## src/rtl/bus_buf_ctl.sv

```systemverilog
module bus_buf_ctl #(
  parameter int NDEV = 2,
  parameter int AW = 8,
  parameter logic [AW-1:0] SET_ADDR = 8'hF0,
  parameter logic [AW-1:0] CLR_ADDR = 8'hF1
) (
  input  logic            clk,
  input  logic            rst_n,
  input  logic            bus_strobe,
  input  logic [AW-1:0]   bus_addr,
  input  logic            bus_write,
  input  logic            fly_ack,
  input  logic [NDEV-1:0] dev_oe,
  output logic            mode_pixel,
  output logic            xfer_ack,
  output logic            to_dev,
  output logic [NDEV-1:0] plane_en,
  output logic [3:0]      lane_en
);
  localparam int LANES = 4;

  logic hit_set, hit_clr, hit;
  assign hit_set = (bus_addr == SET_ADDR);
  assign hit_clr = (bus_addr == CLR_ADDR);
  assign hit     = hit_set | hit_clr;

  always_ff @(posedge clk or negedge rst_n) begin
    if (!rst_n) begin
      xfer_ack   <= 1'b0;
      mode_pixel <= 1'b0;
    end else begin
      xfer_ack <= bus_strobe & hit;
      if (bus_strobe && hit && !xfer_ack)
        mode_pixel <= hit_set;
    end
  end

  assign to_dev   = bus_write ^ fly_ack;
  assign plane_en = mode_pixel ? '0 : dev_oe;

  for (genvar j = 0; j < LANES; j++) begin : g_lane
    if (j < NDEV) begin : g_used
      assign lane_en[j] = mode_pixel & dev_oe[j];
    end else begin : g_unused
      assign lane_en[j] = 1'b0;
    end
  end
endmodule

```

## config.mk

```make
export PLATFORM = sky130hd
export DESIGN_NAME = bus_buf_ctl
export DESIGN_NICKNAME = d
export VERILOG_FILES = /design/src/rtl/bus_buf_ctl.sv
export SDC_FILE = /design/constraint.sdc
export NUM_CORES = 1
export LEC_CHECK = 0
export BUFFER_PORTS_ARGS = -buffer_cell sky130_fd_sc_hd__buf_4
export CAP_MARGIN = 10
export CORE_AREA = 2 2 39 41
export CTS_CLUSTER_DIAMETER = 50
export DETAILED_ROUTE_END_ITERATION = 10
export DIE_AREA = 0 0 41 43
export HOLD_SLACK_MARGIN = 0.02
export PLACE_DENSITY_LB_ADDON = 0.3
export SYNTH_ARGS = -nofsm -noshare
export SYNTH_HDL_FRONTEND = slang
export SYNTH_SLANG_ARGS = --single-unit
```

## constraint.sdc

```tcl
create_clock -name clk -period 0.8 [get_ports clk]
set_input_delay 0.04 -clock clk [delete_from_list [all_inputs] [get_ports clk]]
set_output_delay 0.04 -clock clk [all_outputs]
set_load 0.005 [all_outputs]
```

==> results of run 1 <==
-- area by class of cell --
type,instances,share of cell area [%]
flip-flops and latches,2,12.1
multi-input cells,12,30.2
well taps,16,4.73
repair buffers,25,47.6
clock buffers,3,5.33
-- worst max path at each step --
| stage | start | end | slack [ns] | cells after the start |
|---|---|---|---|---|
| 4_1_cts | mode_pixel | lane_en[1] | -0.17 | 2 |
| 3_5_place_dp | bus_addr[2] | mode_pixel | -0.08 | 4 |
| 2_1_floorplan | xfer_ack | mode_pixel | -0.01 | 2 |
| 6_report | mode_pixel | lane_en[0] | -0.16 | 2 |
| 5_1_grt | mode_pixel | lane_en[0] | -0.20 | 2 |
| 3_3_place_gp | bus_addr[2] | mode_pixel | -0.06 | 4 |
-- flip-flops by register name, summed over array words and instances, names as in the netlist --
register    flops
xfer_ack        1
mode_pixel      1
-- logic make-up (layout without fill, tap and decap cells) --
logic type	Yosys count	after routing	synth area share, %
other	1	2	2.01
XOR/XNOR	1	1	4.70
buffers and inverters	2	28	8.05
AND/OR/NAND/NOR	7	7	42.9
AO/OA/AOI/OAI	2	2	15.4
flip-flops	2	2	26.8
-- routing by layer --
layer  part of all wire, %  GRT usage [%]  vias to the layer above  routed length, µm
li1                      -              -                      103                  -
met1                    32           5.14                       91                152
met2                    42           8.44                       22                201
met3                    25           7.85                        0                121
met4                     0           6.00                        0                  0
met5                     0              0                        -                  0
-- cells in the final DEF (no fill, tap or decap), drive strengths merged --
cell         netlist  routed
conb               1       2
o31ai              1       1
buf                2      24
o41ai              1       1
nor2               1       1
and2               2       2
nand4bb            1       1
nand4b             1       1
nor2b              2       2
clkbuf             0       3
dlygate4sd3        0       1
dfrtp              2       2
xor2               1       1
-- what timing repair did --
| item | CTS | global route |
|---|---|---|
| setup endpoints to repair | 7 | 7 |
| pin swaps | 1 | 0 |
| hold endpoints to repair | 3 | 1 |
| setup buffers | 2 | 0 |
| gates resized for setup | 2 | 3 |
-- worst reg2reg max path: cells and delay by family (launching register included) --
kind	cells	cell delay, ns
DFF	1	0.42
AOI/OAI and AO/OA	2	0.15
buffers and inverters	1	0.14
-- power breakdown --
part           total [mW]  internal, mW  switching [mW]  leakage [nW]
combinational       0.157         0.112          0.0455         0.178
sequential          0.113         0.107         0.00594        0.0260
clock               0.222         0.165          0.0568        0.0138
total               0.492         0.384           0.108         0.218
-- stage by stage --
| stage | util (%) | total power, mW | worst slack, ns | instances | TNS (ns) |
|---|---|---|---|---|---|
| global route | 30.6 | 0.551 | -0.204 | 58 | -1.10 |
| floorplan | - | 0.159 | -0.0150 | 16 | -0.0150 |
| detailed placement | 26.0 | 0.250 | -0.0810 | 52 | -0.0810 |
| CTS | 30.0 | 0.505 | -0.168 | 58 | -0.785 |
| finish | 30.6 | 0.492 | -0.157 | 58 | -0.697 |
| global placement | 26.0 | 0.248 | -0.0564 | 52 | -0.0564 |
==> out/results.ini, run 1 <==
[synthesis]
ys_types=11
synthTopCellsByCount=and2_1 (2), buf_4 (2), dfrtp_1 (2), nor2b_1 (2)
avgSynthCellArea_um2=12.4
synth_top_flop_cell=dfrtp_1
synth_top_area_share_pct=26.8
synthArstFlopShare_pct=100
ys_top_cells_by_area=dfrtp_1 (27%), nand4bb_4 (15%), nand4b_4 (13%), o41ai_2 (8.7%), buf_4 (8.1%)
ys_seq_area_share_pct=26.8
postSynthCellCount=15
synth_edf_count=0
yosys.area.top_type=dfrtp_1
synthesis.area_um2=186
yosys_warnings=0
synth_seq_cells=2

[routing]
drc=0
antenna_left=0
drt-initial-drc-count=2
wl_um=475
vias=216
drt_pre_antenna_iters=2
vias_per_cell=3.72
wl_per_cell_um=8.19

[critical_path]
cp_num_buf_inv=1
worst-path-max-fanout=6
cp_data_arrival_time_ns=0.92
cp_cell_sequence=and2_1 -> buf_4
worstSetupPathType=reg -> out
crit-reg2reg-launch=mode_pixel
worst_path_max_delay_cell=dfrtp_2
end_kind=primary output
worstPathRequired_ns=0.76
startpoint_type=register
r2r_slack_ns=-0.05
worstReg2RegEnd=mode_pixel
ff2ff_path_depth=3
critical_path.max_stage_delay_ns=0.42
cp_top_family=flip-flops

[power]
p_leak_nw=0.218
peakVddDrop_uv=396
powerDensity_nw_per_um2=1160

[clock_tree]
cts_hold_buf=1
clockRootBuffer=clkbuf_4
clk_pin_slew_ns=0.03
cts_tree=built
worst_skew_pair.late_latency_ns=0.22
ctsLongestPathBuffers=2
clock_sinks=2
cts_buffers=3
htreeDepth=1

[outcome]
status=finished, violations left
failed_checks=negative hold slack, negative setup slack

[finish]
antenna_cells=0
multi_input_comb_area_um2=128
syn2layout_area_growth_pct=127
nFillCells=158
regArea_um2=51.3
postLayoutCellArea_um2=423
fin_nets=59
layout-drive-gt1-share_pct=78.6

[worst_hold_path]
hp-class=in -> reg
hold_start=bus_addr[0]
hold-path-endpoint=mode_pixel
hold_depth=2

[sta]
layout_worst_path_cycle_share_pct=120
skew_ns=0.00139
slew_viol_final=0
max_freq_mhz=1040
hold_slack_ns=-0.00549
fin_crit_ns=0.957
finalSetupViolations=6
hold_viol=1
rsz0062_at_grt=true
fin_ws_ns=-0.157

[global_route]
grt_max_degree=7
track_usage_pct=6.73
gr-total-overflow=0
antenna_found_initial=0
grt_pass1_wl_um=662
grt_pass1_vias=179

[placement]
placed_area_um2=360
port_buffers=21
gp_congestion=0.599
dp_hpwl_um=394

[floorplanning]
die_y_um=43
row_count=14
core_um2=1380
initial_utilization_pct=13.5
die-width_um=41
dieArea_um2=1760
num_io_pins=24

[job]
maxCapViolations=0

No activity file was read; power rests on OpenSTA's default activity.
==> run 2: changes to the inputs <==
- CELL_PAD_IN_SITES_DETAIL_PLACEMENT: not set -> 1
- CELL_PAD_IN_SITES_GLOBAL_PLACEMENT: not set -> 1
==> out/results.ini, run 2 (same netlist as run 1, synthesis figures left out) <==
[placement]
placed_area_um2=368
gp_congestion=0.680
port_buffers=21
pre_cts_ws_ns=-0.103

[critical_path]
end_kind=primary output
worstSetupPathType=reg -> out
startpoint=mode_pixel
crit-reg2reg-launch=mode_pixel
worst_path_max_delay_cell=dfrtp_2
cp_data_arrival_time_ns=0.91
cp_num_buf_inv=1
startpoint_type=register
critical_path.max_stage_delay_ns=0.43
cp_top_family=flip-flops
worstPathRequired_ns=0.76
worst-path-max-fanout=6
cp_cell_sequence=and2_4 -> buf_6

[routing]
drt-initial-drc-count=0
wl_um=591
drt_pre_antenna_iters=1
drc=0
vias_per_cell=3.95
vias=229
antenna_left=0
wl_per_cell_um=10.2

[global_route]
grt_max_degree=7
grt_pass1_wl_um=765
grt_pass1_vias=228
gr-total-overflow=0
track_usage_pct=6.83
antenna_found_initial=0

[job]
maxCapViolations=0

[outcome]
failed_checks=negative hold slack, negative setup slack
status=finished, violations left

[floorplanning]
dieArea_um2=1760
num_io_pins=24
row_count=14
core_um2=1380
initial_utilization_pct=13.5
die_y_um=43
die-width_um=41

[finish]
postLayoutCellArea_um2=432
antenna_cells=0
syn2layout_area_growth_pct=132
layout-drive-gt1-share_pct=83.3
utilization_pct=31.2
biggestRegsByFlops=mode_pixel (1), xfer_ack (1)
fin_nets=59
final_cell_mix=buf_4 (20), buf_6 (4), clkbuf_4 (3)
final_common_cell=buf_4

[clock_tree]
htreeDepth=1
cts_tree=built
cts_hold_buf=1
clk_pin_slew_ns=0.03
clock_sinks=2
worst_skew_pair.late_latency_ns=0.23
ctsLongestPathBuffers=2
cts_buffers=3
clockRootBuffer=clkbuf_4

[sta]
hold_slack_ns=-0.00131
hold_viol=1
finalSetupViolations=7
rsz0062_at_grt=true
fin_ws_ns=-0.150
skew_ns=0.00145
slew_viol_final=0
fin_crit_ns=0.950
fin_setup_tns_ns=-0.741
layout_worst_path_cycle_share_pct=119
max_freq_mhz=1050

[power]
p_leak_nw=0.222
peakVddDrop_uv=484
powerDensity_nw_per_um2=1140

[worst_hold_path]
hp-class=in -> reg
hold_start=bus_addr[0]

[run 2: final timing paths]
path	to	slack [ns]	cells after the start
max	lane_en[0]	-0.15	2
min	mode_pixel	-0.001	2
max reg2reg	mode_pixel	-0.07	3
min reg2reg	mode_pixel	0.53	1
max in group asynchronous	mode_pixel	0.56	2
min in group asynchronous	mode_pixel	0.14	2
[run 2: power breakdown]
part / internal (mW) / switching (mW)
Sequential: 0.107 / 0.00707
Combinational: 0.109 / 0.0466
Clock: 0.165 / 0.0580
Total: 0.381 / 0.112
[run 2: repair_timing]
action / in CTS / in global routing
setup endpoints to repair: 7 / 7
buffers inserted: 1 / 0
resized for setup: 7 / 1
endpoints found under the hold margin: 3 / 1
pin swaps: 1 / 0
[run 2: stage by stage]
stage	total power, mW	cells
after detailed placement	0.252	53
after CTS	0.502	58
after floorplan	0.159	16
after global placement	0.248	53
final	0.493	58
after global routing	0.516	58
[run 2: layout make-up]
class / instances / area (µm²)
Multi-Input combinational cell: 12 / 133
Fill cell: 168 / 952
Clock buffer: 3 / 22.5
Tap cell: 16 / 20.0
Timing Repair Buffer: 25 / 205
Sequential cell: 2 / 51.3
[run 2: routing by layer]
metal | track usage [%] | vias to the layer above | share of wire [%]
met5 | 0 | - | 0
met4 | 6.00 | 0 | 4.6
met3 | 4.19 | 4 | 20
met2 | 11.6 | 23 | 48
met1 | 4.52 | 99 | 28
li1 | - | 103 | -
